`src/rtl/irq_arb_pkg.sv`:
```
package irq_arb_pkg;

  localparam int unsigned NUM_LVL = 3;

  typedef enum logic [1:0] {
    LVL_IDLE = 2'b00,
    LVL_WAIT = 2'b10,
    LVL_EXEC = 2'b11
  } lvl_state_e;

  // Executing dominates waiting in the reported code.
  function automatic lvl_state_e lvl_state(input logic pend, input logic act);
    if (act) return LVL_EXEC;
    if (pend) return LVL_WAIT;
    return LVL_IDLE;
  endfunction

endpackage

```
`src/rtl/irq_evt_capture.sv`:
```
module irq_evt_capture #(
  parameter int unsigned EVT_W = 16
) (
  input  logic             clk,
  input  logic             rst_n,
  input  logic [EVT_W-1:0] evt_i,
  output logic [EVT_W-1:0] rise_o,
  output logic [EVT_W-1:0] trap_o
);

  logic [EVT_W-1:0] evt_q;
  logic [EVT_W-1:0] evt_d;

  always_comb begin
    evt_d = evt_i;
  end

  always_ff @(posedge clk or negedge rst_n) begin
    if (!rst_n) begin
      evt_q <= '0;
    end else begin
      evt_q <= evt_d;
    end
  end

  assign rise_o = evt_i & ~evt_q;
  assign trap_o = evt_q;

endmodule

```
`src/rtl/irq_level_slot.sv`:
```
module irq_level_slot #(
  parameter int unsigned SEL_W = 4
) (
  input  logic                  clk,
  input  logic                  rst_n,
  input  logic [(1<<SEL_W)-1:0] rise_i,
  input  logic [SEL_W-1:0]      sel_i,
  input  logic                  grant_i,
  input  logic                  ret_i,
  output logic                  pending_o,
  output logic                  active_o,
  output logic [1:0]            state_o
);
  import irq_arb_pkg::*;

  logic hit;
  logic upd_en;
  logic pend_q, pend_d;
  logic act_q, act_d;

  assign hit    = rise_i[sel_i];
  assign upd_en = hit | grant_i | ret_i;

  always_comb begin
    pend_d = pend_q;
    act_d  = act_q;
    if (grant_i) pend_d = 1'b0;
    if (hit)     pend_d = 1'b1;   // a fresh event re-arms even on its own grant
    if (ret_i)   act_d  = 1'b0;
    if (grant_i) act_d  = 1'b1;
  end

  always_ff @(posedge clk or negedge rst_n) begin
    if (!rst_n) begin
      pend_q <= 1'b0;
      act_q  <= 1'b0;
    end else if (upd_en) begin
      pend_q <= pend_d;
      act_q  <= act_d;
    end
  end

  assign pending_o = pend_q;
  assign active_o  = act_q;
  assign state_o   = lvl_state(pend_q, act_q);


  grant_needs_pending_chk: assert property (@(posedge clk) disable iff (!rst_n)
    grant_i |-> (pend_q && !act_q));


  exec_ends_on_return_chk: assert property (@(posedge clk) disable iff (!rst_n)
    $fell(act_q) |-> $past(ret_i));


  event_arms_level_chk: assert property (@(posedge clk) disable iff (!rst_n)
    hit |=> pend_q);

endmodule

```
`src/rtl/irq_entry_gate.sv`:
```
module irq_entry_gate #(
  parameter int unsigned NUM_LVL = 3
) (
  input  logic               clk,
  input  logic               rst_n,
  input  logic [NUM_LVL-1:0] pending_i,
  input  logic [NUM_LVL-1:0] active_i,
  input  logic               loop_busy_i,
  input  logic               pfx_s_i,
  input  logic               pfx_d_i,
  input  logic               qual_i,
  input  logic               seq_busy_i,
  input  logic               stall_cmd_i,
  input  logic               allow_cmd_i,
  output logic [NUM_LVL-1:0] grant_o,
  output logic               stall_o
);

  logic stall_q, stall_d, stall_en;
  logic blocked;
  logic [NUM_LVL-1:0] elig;
  logic [NUM_LVL-1:0] pick;

  assign stall_en = stall_cmd_i | allow_cmd_i;

  always_comb begin
    stall_d = stall_q;
    if (allow_cmd_i) stall_d = 1'b0;
    if (stall_cmd_i) stall_d = 1'b1;
  end

  always_ff @(posedge clk or negedge rst_n) begin
    if (!rst_n) begin
      stall_q <= 1'b0;
    end else if (stall_en) begin
      stall_q <= stall_d;
    end
  end

  assign blocked = loop_busy_i | pfx_s_i | pfx_d_i | qual_i | stall_q | seq_busy_i;

  // Index 0 is the highest priority level.
  for (genvar k = 0; k < NUM_LVL; k++) begin : g_lvl
    assign elig[k] = pending_i[k] & ~(|active_i[k:0]);
    if (k == 0) begin : g_top
      assign pick[k] = elig[k];
    end else begin : g_low
      assign pick[k] = elig[k] & ~(|elig[k-1:0]);
    end
  end

  assign grant_o = blocked ? '0 : pick;
  assign stall_o = stall_q;


  single_grant_chk: assert property (@(posedge clk) disable iff (!rst_n)
    $onehot0(grant_o));


  stall_blocks_chk: assert property (@(posedge clk) disable iff (!rst_n)
    stall_q |-> (grant_o == '0));


  stall_sets_chk: assert property (@(posedge clk) disable iff (!rst_n)
    stall_cmd_i |=> stall_q);

endmodule

```
`src/rtl/irq_inject_seq.sv`:
```
module irq_inject_seq #(
  parameter int unsigned NUM_LVL    = 3,
  parameter bit          WAKE_FLUSH = 1'b0,
  localparam int unsigned LW        = $clog2(NUM_LVL + 1)
) (
  input  logic               clk,
  input  logic               rst_n,
  input  logic [NUM_LVL-1:0] grant_i,
  input  logic               wait_i,
  output logic               inject_o,
  output logic [LW-1:0]      level_o,
  output logic               release_o,
  output logic               flush_o,
  output logic               busy_o
);

  logic          grant_any;
  logic [LW-1:0] code;
  logic          wake_defer;
  logic          wake_flush;
  logic          inj_q, inj_d;
  logic          rel_q, rel_d;
  logic          fl_q, fl_d;
  logic          def_q, def_d;
  logic [LW-1:0] lvl_q, lvl_d;

  assign grant_any = |grant_i;

  always_comb begin
    code = '0;
    for (int k = NUM_LVL - 1; k >= 0; k--) begin
      if (grant_i[k]) code = LW'(k + 1);
    end
  end

  if (WAKE_FLUSH) begin : g_flush
    assign wake_defer = 1'b0;
    assign wake_flush = wait_i & grant_any;
  end else begin : g_defer
    assign wake_defer = wait_i & grant_any;
    assign wake_flush = 1'b0;
  end

  always_comb begin
    inj_d = def_q;
    rel_d = 1'b0;
    fl_d  = 1'b0;
    def_d = 1'b0;
    lvl_d = lvl_q;
    if (grant_any) begin
      lvl_d = code;
      rel_d = wait_i;
      def_d = wake_defer;
      inj_d = ~wake_defer;
      fl_d  = wake_flush;
    end
  end

  always_ff @(posedge clk or negedge rst_n) begin
    if (!rst_n) begin
      inj_q <= 1'b0;
      rel_q <= 1'b0;
      fl_q  <= 1'b0;
      def_q <= 1'b0;
    end else begin
      inj_q <= inj_d;
      rel_q <= rel_d;
      fl_q  <= fl_d;
      def_q <= def_d;
    end
  end

  always_ff @(posedge clk or negedge rst_n) begin
    if (!rst_n) begin
      lvl_q <= '0;
    end else if (grant_any) begin
      lvl_q <= lvl_d;
    end
  end

  assign inject_o  = inj_q;
  assign level_o   = lvl_q;
  assign release_o = rel_q;
  assign flush_o   = fl_q;
  assign busy_o    = def_q;


  flush_only_on_wake_chk: assert property (@(posedge clk) disable iff (!rst_n)
    fl_q |-> (inj_q && rel_q));


  deferred_inject_chk: assert property (@(posedge clk) disable iff (!rst_n)
    (rel_q && !inj_q) |=> (inj_q && !fl_q));


  inject_has_level_chk: assert property (@(posedge clk) disable iff (!rst_n)
    inj_q |-> (lvl_q != '0));

endmodule

```
`src/rtl/irq_entry_arbiter.sv`:
```
module irq_entry_arbiter #(
  parameter int unsigned SEL_W      = 4,
  parameter bit          WAKE_FLUSH = 1'b0,
  localparam int unsigned NL        = irq_arb_pkg::NUM_LVL,
  localparam int unsigned EVT_W     = 1 << SEL_W,
  localparam int unsigned LW        = $clog2(NL + 1),
  localparam int unsigned STAT_W    = 2 * NL + NL * SEL_W + 1 + EVT_W
) (
  input  logic              clk,
  input  logic              rst_n,
  input  logic [EVT_W-1:0]  evt_flags_i,
  input  logic [SEL_W-1:0]  lvl1_sel_i,
  input  logic [SEL_W-1:0]  lvl2_sel_i,
  input  logic [SEL_W-1:0]  lvl3_sel_i,
  input  logic              loop_busy_i,
  input  logic              pfx_s_wait_i,
  input  logic              pfx_d_wait_i,
  input  logic              qual_busy_i,
  input  logic              stall_cmd_i,
  input  logic              allow_cmd_i,
  input  logic [NL-1:0]     ret_i,
  input  logic              wait_i,
  output logic              inject_o,
  output logic [LW-1:0]     inject_lvl_o,
  output logic              release_o,
  output logic              flush_o,
  output logic [STAT_W-1:0] status_o
);

  logic [1:0] rst_sync_q;
  logic       rst_core_n;

  always_ff @(posedge clk or negedge rst_n) begin
    if (!rst_n) begin
      rst_sync_q <= 2'b00;
    end else begin
      rst_sync_q <= {rst_sync_q[0], 1'b1};
    end
  end
  assign rst_core_n = rst_sync_q[1];

  logic [EVT_W-1:0] rise, trap;
  logic [SEL_W-1:0] sel [NL];
  logic [NL-1:0]    pending, active, grant;
  logic [1:0]       st [NL];
  logic             stall, seq_busy;

  assign sel[0] = lvl1_sel_i;
  assign sel[1] = lvl2_sel_i;
  assign sel[2] = lvl3_sel_i;

  irq_evt_capture #(.EVT_W(EVT_W)) u_cap (
    .clk    (clk),
    .rst_n  (rst_core_n),
    .evt_i  (evt_flags_i),
    .rise_o (rise),
    .trap_o (trap)
  );

  for (genvar k = 0; k < NL; k++) begin : g_slot
    irq_level_slot #(.SEL_W(SEL_W)) u_slot (
      .clk       (clk),
      .rst_n     (rst_core_n),
      .rise_i    (rise),
      .sel_i     (sel[k]),
      .grant_i   (grant[k]),
      .ret_i     (ret_i[k]),
      .pending_o (pending[k]),
      .active_o  (active[k]),
      .state_o   (st[k])
    );
  end

  irq_entry_gate #(.NUM_LVL(NL)) u_gate (
    .clk         (clk),
    .rst_n       (rst_core_n),
    .pending_i   (pending),
    .active_i    (active),
    .loop_busy_i (loop_busy_i),
    .pfx_s_i     (pfx_s_wait_i),
    .pfx_d_i     (pfx_d_wait_i),
    .qual_i      (qual_busy_i),
    .seq_busy_i  (seq_busy),
    .stall_cmd_i (stall_cmd_i),
    .allow_cmd_i (allow_cmd_i),
    .grant_o     (grant),
    .stall_o     (stall)
  );

  irq_inject_seq #(.NUM_LVL(NL), .WAKE_FLUSH(WAKE_FLUSH)) u_seq (
    .clk       (clk),
    .rst_n     (rst_core_n),
    .grant_i   (grant),
    .wait_i    (wait_i),
    .inject_o  (inject_o),
    .level_o   (inject_lvl_o),
    .release_o (release_o),
    .flush_o   (flush_o),
    .busy_o    (seq_busy)
  );

  assign status_o = {st[2], st[1], st[0], sel[2], sel[1], sel[0], stall, trap};

endmodule

```
`config.mk`:
```
export PLATFORM = sky130hd
export DESIGN_NAME = irq_entry_arbiter
export DESIGN_NICKNAME = d
export VERILOG_FILES = /design/src/rtl/irq_arb_pkg.sv /design/src/rtl/irq_evt_capture.sv /design/src/rtl/irq_level_slot.sv /design/src/rtl/irq_entry_gate.sv /design/src/rtl/irq_inject_seq.sv /design/src/rtl/irq_entry_arbiter.sv
export SDC_FILE = /design/constraint.sdc
export NUM_CORES = 1
export LEC_CHECK = 0
export BUFFER_PORTS_ARGS = -buffer_cell sky130_fd_sc_hd__buf_2
export CORE_ASPECT_RATIO = 1.25
export CORE_MARGIN = 2
export CORE_UTILIZATION = 47
export CTS_CLUSTER_SIZE = 8
export DETAILED_ROUTE_END_ITERATION = 10
export GPL_TIMING_DRIVEN = 0
export PLACE_DENSITY = 0.8
export SETUP_SLACK_MARGIN = 0.05
export SYNTH_ARGS = -nofsm -noshare
export SYNTH_HDL_FRONTEND = slang
export SYNTH_HIERARCHICAL = 1
export SYNTH_SLANG_ARGS = --single-unit
export TNS_END_PERCENT = 100
```
`constraint.sdc`:
```
create_clock -name clk -period 1.4 [get_ports clk]
set_clock_uncertainty 0.15 [all_clocks]
set_input_delay 0.14 -clock clk [delete_from_list [all_inputs] [get_ports clk]]
set_output_delay 0.14 -clock clk [all_outputs]
set_load 0.1 [all_outputs]
```
==> qor.txt, run 1 <==
Reg clk slew, reported paths: 70 ps
IO buf count: 75
Comb power frac: 0.335
period utilization: 1.36
Max FO, Critical Path: 5
routed wire length: 4810 um
DR vias/cell: 5.10
Remaining DRCs: 0
share of cells above drive strength 1: 0.645
gpl congestion: 0.855
GRT Overall Usage: 0.229
net count after synthesis: 179
Synth Flop Type: dfrtp_1
maxcap violations: 0
P_leak: 0.00140 uW
worst reg2reg path depth: 5
flops & latches, synth: 29
CTS Sinks: 29
Rows: 24
min Tclk post-route: 1900 ps
antenna violations before repair: 0
number of cells on the critical path: 5
sequential share of the synthesized area: 0.419
final core occ: 0.818
Num CTS Buffers: 5
Synth Area in Simple Gates: 0.254
Core Region: 3510 um2
Max rail drop VDD: 1.10 mV
CTS tree: yes
Area growth syn-to-layout: 66.0%
Setup CP Type: flop to flop
max incr delay on CP: 560 ps
endpoint type of the worst setup path: flop
Post-Syn Area per Cell: 12.5 um2
Synth area leaders: dfrtp_1 (42%), nor2b_4 (13%), buf_4 (7.8%)
slowest cell on the critical path: or4b_4
FMAX: 527 MHz
Compound-Gate Fraction of Synth Area: 0.0665
post-synth top area share: 0.419
Vias: 1521
initial drt markers: 32
Sw Pwr: 1010 uW
Setup Viol. Count Final: 12
XOR/XNOR Fraction of Synth Area: 0
htree depth: 2
# fillers: 210
worst path arrival time: 1910 ps
Clk Tree Root Cell: clkbuf_8
HPWL after DPL: 3060 um
die width: 58.3 um
Gate Count Post-Synth: 139
worst-margin pin slew: 611 ps
DIE HEIGHT: 71.9 um
max-slew violations: 0
die footprint: 4190 um2
first-pass GRT wire length: 7200 um
Final Hold Fails: 0
clk buf depth: 2
Final WS setup: -497 ps
Ys Warns: 6
RSZ-0062 raised after global routing: yes
Starting Density: 0.493
1st-pass router iterations: 4
relative slew slack: 0.592
outcome: finished, violations left
Sw Ratio: 0.362
diode count: 0
adder-cell area share of the yosys netlist: 0
startpoint types: flop
critical path cell sequence: or4b_4 -> nor4_4 -> buf_4 -> o31a_1 -> nor2_1
buffers and inverters on the worst path: 1
combinational family with the most area after synthesis: simple AND/OR/NAND/NOR gates
Synth area leader: dfrtp_1
IO Count: 80
Synth cell types: 27
routed len/inst: 16.1 um
largest net degree at the start of global routing: 28
Post-synth EDFFs: 0
clock group share of total power: 0.325
FFs w/ async S/R, synth: 1.00
DRT antenna net count: 0
Hold Crit Class: primary input to asynchronous set/reset pin
PwrDens: 968 nW/um2
Seq pwr share: 0.340
clk_lat worst skew: 280 ps
multiplexer share of the synthesized area: 0.147
GRT Residual Overflow: 0
nets: 298
total power: 2780 uW
Crit path required time: 1410 ps
mapped cell area: 1730 um2
vias in the first global route: 1599
CP top delay family: simple AND/OR/NAND/NOR gates
violated checks: negative setup slack
P_int: 1770 uW
## stage by stage
stage | instances | hold slack [ps] | TNS (ps) | cell area (um2) | worst slack (ps)
after global routing | 298 | 9.01 | -4790 | 2870 | -555
after detailed placement | 253 | -222 | -4970 | 2230 | -618
after floorplan | 139 | -306 | -2740 | 1810 | -455
final | 298 | 12.6 | -3900 | 2870 | -497
after CTS | 292 | 4.49 | -3590 | 2760 | -478
after global placement | 253 | -225 | -4000 | 2230 | -598
## worst register-to-register path, stage by stage (launching register included)
cell and delay (ps):
dfrtp_1 410, or4b_4 560, nor4_4 290, buf_4 190, o31a_1 150, nor2_1 50
## worst paths after layout
kind | start | to | slack (ps)
worst max register to register | g_slot[2].u_slot/active_o | u_seq/inject_o | -500
min in group clk | lvl1_sel_i[3] | g_slot[0].u_slot/pending_o | 30
worst max-delay path | g_slot[2].u_slot/active_o | u_seq/inject_o | -500
worst min register to register | rst_sync_q[1] | u_seq/busy_o | 130
worst min-delay path | rst_n | rst_sync_q[1] | 10
max in group asynchronous | rst_sync_q[1] | u_cap/trap_o[5] | 500
## logic make-up after synthesis
group	count (synthesis)
AND/OR/NAND/NOR	52
other	2
flip-flops	29
buffers and inverters	26
AO/OA/AOI/OAI	12
multiplexers	18
## what timing repair did
action | 4_1_cts | 5_1_grt
gates cloned | 0 | 0
pin swaps | 5 | 5
setup buffers | 5 | 7
gates resized for setup | 38 | 18
endpoints found under the hold margin | 26 | 0
hold buffers | 26 | 0
setup endpoints to repair | 62 | 19
## final cells by class
class | instances | area [um2] | share of cell area
timing repair buffer | 112 | 877 | 0.305
multi-input combinational | 84 | 876 | 0.305
tap | 39 | 48.8 | 0.0170
clock buffer | 6 | 82.6 | 0.0287
buffer | 21 | 176 | 0.0614
clock inverter | 2 | 37.5 | 0.0131
inverter | 5 | 18.8 | 0.00653
sequential | 29 | 757 | 0.263
## flip-flops by register name, indices dropped and copies added (netlist names)
name	cells
u_cap/trap_o	16
g_slot.u_slot/active_o	3
g_slot.u_slot/pending_o	3
rst_sync_q	2
u_seq/level_o	2
u_gate/stall_o	1
u_seq/busy_o	1
u_seq/inject_o	1
## power groups by stage
stage | clock, uW | combinational, uW | sequential, uW
6_report | 905 | 931 | 945
5_1_grt | 977 | 967 | 952
4_1_cts | 933 | 901 | 943
3_5_place_dp | 0 | 821 | 957
3_3_place_gp | 0 | 813 | 955
2_1_floorplan | 0 | 390 | 1220
## routing by layer
metal  track usage  wire (um)  vias up
met5             0          0        -
met4        0.0982        112        0
met3        0.0578        306       13
met2         0.413       2660       74
met1         0.248       1730      720
li1              -          -      714
## Yosys cell counts, drive strengths merged (4+ instances only)
library cell,number
nor4,6
mux2i,12
nor3,5
nor2b,19
buf,21
mux4,6
inv,5
dfrtp,29
a21o,4
## cell usage in the layout (no fill, tap or decap), types with 4 or more instances in the layout
master and instances:
buf_2 49, buf_4 41, nor2b_4 16, mux2i_1 12, dlygate4sd3_1 26, dfrtp_4 4, nor4_1 4, buf_12 6
buf_6 10, nor3_1 4, dfrtp_1 12, mux4_2 6, clkbuf_8 6, inv_1 5, dfrtp_2 13
(Power assumes the default switching activity.)
==> run 2, diff against run 1 <==
ABC_AREA = 1   (was not set)
CORE_UTILIZATION = 48   (was 47)
PLACE_DENSITY = not set   (was 0.8)
PLACE_DENSITY_LB_ADDON = 0.2   (was not set)
==> qor.txt, run 2 <==
outcome: finished, violations left
violated checks: negative setup slack
Synth cell types: 19 (-30%)
CTS Sinks: 29 (unchanged)
Fin Hold WS: 13.1 ps (+0.565 ps)
routed wire length: 5160 um (+7.3%)
Max FO, Critical Path: 4 (-1)
Hold Crit Class: primary input to flop
Post-Syn Area per Cell: 6.95 um2 (-44%)
Setup CP Type: flop to primary output
Crit path required time: 1110 ps (-300 ps)
Final Hold Fails: 0 (unchanged)
initial drt markers: 61 (+91%)
die width: 59.8 um (+2.7%)
P_leak: 0.00161 uW (+15%)
setup TNS: -84.4 ps (+3820 ps)
die footprint: 4420 um2 (+5.4%)
# fillers: 264 (+26%)
FMAX: 691 MHz (+31%)
Max rail drop VDD: 0.657 mV (-40%)
Gate Count Post-Synth: 269 (+94%)
Remaining DRCs: 0 (unchanged)
most frequent cells in the layout: nand2_1 (60), inv_1 (53), buf_2 (43), buf_4 (37), nand3_1 (29)
FFs w/ async S/R, synth: 1.00 (unchanged)
diode count: 0 (unchanged)
share of cells above drive strength 1: 0.468 (-0.177)
worst path arrival time: 1160 ps (-750 ps)
Final WS setup: -46.9 ps (+450 ps)
most frequent cells after synthesis: inv_1 (66), nand2_1 (64), nand3_1 (38), dfrtp_1 (29), nor2_2 (19)
final core occ: 0.812 (-0.00602)
RSZ-0062 raised after global routing: yes
net count after synthesis: 309 (+73%)
Starting Density: 0.498 (+0.00546)
relative slew slack: 0.602 (+0.00941)
GRT Residual Overflow: 0 (unchanged)
DR vias/cell: 4.69 (-8.0%)
max reg flops: 16 (unchanged)
Num CTS Buffers: 5 (unchanged)
Worst Hold Endpoint: g_slot[0].u_slot/pending_o
Post-synth EDFFs: 0 (unchanged)
Worst R2R Setup Slack: 40 ps (+540 ps)
PwrDens: 942 nW/um2 (-2.6%)
htree depth: 2 (unchanged)
nets: 415 (+39%)
Reg clk slew, reported paths: 60 ps (about the same)
Rows: 25 (+4.2%)
DRT antenna net count: 0 (unchanged)
DIE HEIGHT: 73.8 um (+2.7%)
routed len/inst: 12.4 um (-23%)
Setup Viol. Count Final: 2 (-10)
Core Region: 3750 um2 (+6.8%)
clk_lat worst skew: 280 ps (about the same)
IO buf count: 78 (+4.0%)
Vias: 1953 (+28%)
Ys Warns: 6 (unchanged)
Area growth syn-to-layout: 62.9%
most numerous cell in the Yosys netlist: inv_1
flops & latches, synth: 29 (unchanged)
1st-pass router iterations: 4 (unchanged)
Clk Tree Root Cell: clkbuf_8
Synth Flop Type: dfrtp_1
maxcap violations: 0 (unchanged)
HPWL after DPL: 3310 um (+8.2%)
gpl congestion: 0.876 (+2.5%)
antenna violations before repair: 0 (unchanged)
vias in the first global route: 1834 (+15%)
CTS tree: yes
r2r endpoint: g_slot[1].u_slot/pending_o
first-pass GRT wire length: 7700 um (+6.9%)
sequential share of the synthesized area: 0.388 (-0.0311)
most common cell after layout, fill and taps aside: nand2_1
worst-margin pin slew: 597 ps (-14.1 ps)
post-synth top area share: 0.388 (-0.0311)
startpoint types: flop
endpoint type of the worst setup path: primary output
max-slew violations: 0 (unchanged)
number of stages on the worst hold path: 3
IO Count: 80 (unchanged)
worst reg2reg path depth: 6 (+1)
clk buf depth: 2 (unchanged)
Hold Startpoint: lvl1_sel_i[3]
min Tclk post-route: 1450 ps (-450 ps)
Synth area leaders: dfrtp_1 (39%), inv_1 (13%), nand2_1 (13%)
worst flop-to-flop path startpoint: u_seq/busy_o
largest net degree at the start of global routing: 28 (unchanged)
period utilization: 1.03 (-0.322)
GRT Overall Usage: 0.232 (+0.00267)
Synth area leader: dfrtp_1
mapped cell area: 1870 um2 (+8.0%)
[run 2: cell count changes after synthesis, moves of 4 or more]
cell / previous run / this run
inv_1: 5 / 66
mux2i_1: 12 / 0
mux4_2: 6 / 0
nand2_1: 3 / 64
nand3_1: 3 / 38
nor2_1: 3 / 7
nor2_2: 0 / 19
nor2b_4: 16 / 0
nor3_1: 5 / 0
nor4_1: 6 / 0
or2_1: 0 / 6
[run 2: worst max path at each step]
stage	startpoint	to	cells past startpoint
floorplan	u_cap/trap_o[4]	g_slot[0].u_slot/pending_o	6
global placement	rst_sync_q[1]	u_cap/trap_o[4]	0
detailed placement	rst_sync_q[1]	u_cap/trap_o[5]	0
CTS	g_slot[1].u_slot/active_o	status_o[32]	2
global route	g_slot[1].u_slot/pending_o	status_o[32]	2
finish	g_slot[1].u_slot/active_o	status_o[32]	2
[run 2: critical path: stages, from the launching register on]
cell	delay [ps]
dfrtp_2	430
or2_4	280
buf_12	170
[run 2: layout make-up]
cell class / instances / area (um2) / area share
inverters: 68 / 255 / 0.0837
repair buffers: 99 / 778 / 0.255
plain buffers: 21 / 169 / 0.0554
clock inverters: 1 / 30.0 / 0.00985
clock buffers: 7 / 86.3 / 0.0283
multi-input cells: 151 / 890 / 0.292
flip-flops and latches: 29 / 790 / 0.259
well taps: 40 / 50.0 / 0.0164
[run 2: routing by layer]
layer,global-route usage,routed length (um),up-vias
met5,0,0,-
met4,0.0988,107,0
met3,0.0423,316,12
met2,0.403,2670,83
met1,0.274,2070,873
li1,-,-,985
[run 2: metrics by stage]
stage / instances / area [um2] / setup WS (ps) / power [uW]
6_report: 416 / 3050 / -46.9 / 2870
3_3_place_gp: 387 / 2370 / -73.2 / 1830
4_1_cts: 420 / 2870 / -103 / 2830
5_1_grt: 416 / 3050 / -66.2 / 2990
2_1_floorplan: 269 / 1930 / 28.7 / 1660
3_5_place_dp: 387 / 2370 / -120 / 1840
[run 2: logic make-up (layout without fill, tap and decap cells)]
family	Yosys count	after routing	synth area share
compound gates	7	7	0.0201
buf+inv	89	196	0.227
flops	29	29	0.388
other cells	2	2	0.00401
simple gates	142	142	0.361
[run 2: timing repair]
action / 4_1_cts / 5_1_grt
pin swaps: 6 / 28
setup buffers: 1 / 2
endpoints found under the setup margin: 58 / 16
hold endpoints to repair: 25 / 3
gates resized for setup: 46 / 54
cloned: 0 / 0
hold buffers: 24 / 3
[run 2: power breakdown]
group          switching (uW)  internal, uW
clock network             326           580
registers                55.2           902
logic                     721           288
==> run 3, diff against run 2 <==
CORE_MARGIN = not set   (was 2)
SKIP_CTS_REPAIR_TIMING = 1   (was not set)
==> qor.txt, run 3 (same netlist as run 2, synthesis figures left out) <==
worst-margin pin slew: 610 ps (+12.9 ps)
CTS Sinks: 29 (unchanged)
Clk Tree Root Cell: clkbuf_8
uppermost routed layer: met4
CP top delay family: flip-flops
fin area: 2980 um2 (-2.4%)
Rows: 25 (unchanged)
Starting Density: 0.498 (unchanged)
Area growth syn-to-layout: 59.1%
IO Count: 80 (unchanged)
maxcap violations: 0 (unchanged)
Worst Setup EP: status_o[34]
htree depth: 2 (unchanged)
largest net degree at the start of global routing: 28 (unchanged)
gpl congestion: 0.874 (-0.24%)
r2r endpoint: u_seq/inject_o
Critical Path Start: g_slot[2].u_slot/active_o
M1 WL: 1970 um (-4.6%)
Worst R2R Setup Slack: 20 ps (-20 ps)
final core occ: 0.793 (-0.0193)
first-pass GRT wire length: 6840 um (-11%)
relative slew slack: 0.593 (-0.00860)
DIE HEIGHT: 71.8 um (-2.7%)
max incr delay on CP: 410 ps (-20 ps)
Final WS setup: -78.1 ps (-31.2 ps)
worst flop-to-flop path startpoint: g_slot[0].u_slot/active_o
outcome: finished, violations left
violated checks: design-rule violations, negative setup slack
DRT antenna net count: 0 (unchanged)
DR vias/cell: 4.65 (-1.0%)
worst reg2reg path depth: 8 (+2)
number of cells on the critical path: 2 (unchanged)
metal2 WL: 2530 um (-5.2%)
die width: 57.8 um (-3.3%)
most frequent cells in the layout: inv_1 (65), nand2_1 (64), buf_2 (51), nand3_1 (38), buf_4 (35)
initial drt markers: 45 (-26%)
Core Region: 3750 um2 (unchanged)
Setup Viol. Count Final: 3 (+1)
max-slew violations: 0 (unchanged)
Max FO, Critical Path: 4 (unchanged)
GRT Residual Overflow: 0 (unchanged)
Hold Crit Class: primary input to flop
1st-pass router iterations: 7 (+3)
antenna violations before repair: 0 (unchanged)
FMAX: 677 MHz (-2.1%)
routed len/inst: 11.7 um (-6.1%)
slowest cell on the critical path: dfrtp_1
CTS tree: yes
dpl cell area: 2370 um2 (unchanged)
diode count: 0 (unchanged)
startpoint types: flop
nets: 419 (+0.96%)
Vias: 1952 (-0.051%)
routed wire length: 4890 um (-5.2%)
Crit path required time: 1110 ps (about the same)
most common cell after layout, fill and taps aside: inv_1
RSZ-0062 raised after global routing: yes
P_leak: 0.00158 uW (-2.0%)
Max rail drop VDD: 0.766 mV (+17%)
vias in the first global route: 1642 (-10%)
PwrDens: 957 nW/um2 (+1.6%)
critical path cell sequence: or2_2 -> buf_6
period utilization: 1.06 (+0.0223)
die footprint: 4150 um2 (-6.0%)
endpoint type of the worst setup path: primary output
HPWL after DPL: 3180 um (-4.0%)
clk buf depth: 2 (unchanged)
IO buf count: 78 (unchanged)
Remaining DRCs: 3 (+3)
GRT Overall Usage: 0.216 (-0.0157)
clk_lat worst skew: 280 ps (about the same)
Num CTS Buffers: 5 (unchanged)
max reg flops: 16 (unchanged)
Detail Route met3 WL: 298 um (-5.7%)
buffers and inverters on the worst path: 1 (unchanged)
Setup CP Type: flop to primary output
worst path arrival time: 1190 ps (+30 ps)
Final Hold Fails: 0 (unchanged)
min Tclk post-route: 1480 ps (+31.2 ps)
share of cells above drive strength 1: 0.408 (-0.0602)
Reg clk slew, reported paths: 60 ps (about the same)
[run 3: layout make-up]
class,instances,area [um2]
Multi-Input combinational cell,151,831
Clock buffer,7,86.3
Tap cell,40,50.0
Fill cell,279,778
Buffer,21,169
Sequential cell,29,788
Clock inverter,1,30.0
Inverter,68,255
Timing Repair Buffer,103,766
[run 3: tightest hold or removal path, delay by kind of cell]
family / cells / cell delay, ps
buffers and inverters: 1 / 100
and+or+nand+nor: 2 / 160
[run 3: through the flow]
step | power, uW | hold WS, ps | instances | setup WS (ps) | TNS [ps]
CTS | 2740 | -529 | 395 | -205 | -3000
global placement | 1830 | -225 | 387 | -114 | -1860
finish | 2850 | 0.0578 | 420 | -78.1 | -142
global route | 2970 | 5.13 | 420 | -118 | -595
floorplan | 1660 | -306 | 269 | 28.7 | 0
detailed placement | 1830 | -225 | 387 | -109 | -1800
[run 3: layer usage]
metal  global-route usage  vias to the layer above
li1                     -                      991
met1                0.268                      882
met2                0.344                       69
met3               0.0632                       10
met4                0.101                        0
met5                    0                        -
[run 3: power breakdown]
part | switching [uW] | internal (uW) | total, uW
Combinational | 704 | 283 | 986
Sequential | 54.8 | 902 | 957
Clock | 326 | 580 | 906
Total | 1080 | 1760 | 2850
[run 3: worst min path at each step]
| stage | depth (start not counted) | slack [ps] | start | endpoint |
|---|---|---|---|---|
| after global routing | 2 | 5 | rst_n | rst_sync_q[1] |
| final | 3 | 0.06 | lvl1_sel_i[3] | g_slot[0].u_slot/pending_o |
| after detailed placement | 1 | -220 | rst_n | rst_sync_q[1] |
| after floorplan | 0 | -310 | rst_n | rst_sync_q[0] |
| after global placement | 1 | -230 | rst_n | rst_sync_q[0] |
| after CTS | 1 | -530 | rst_n | rst_sync_q[1] |
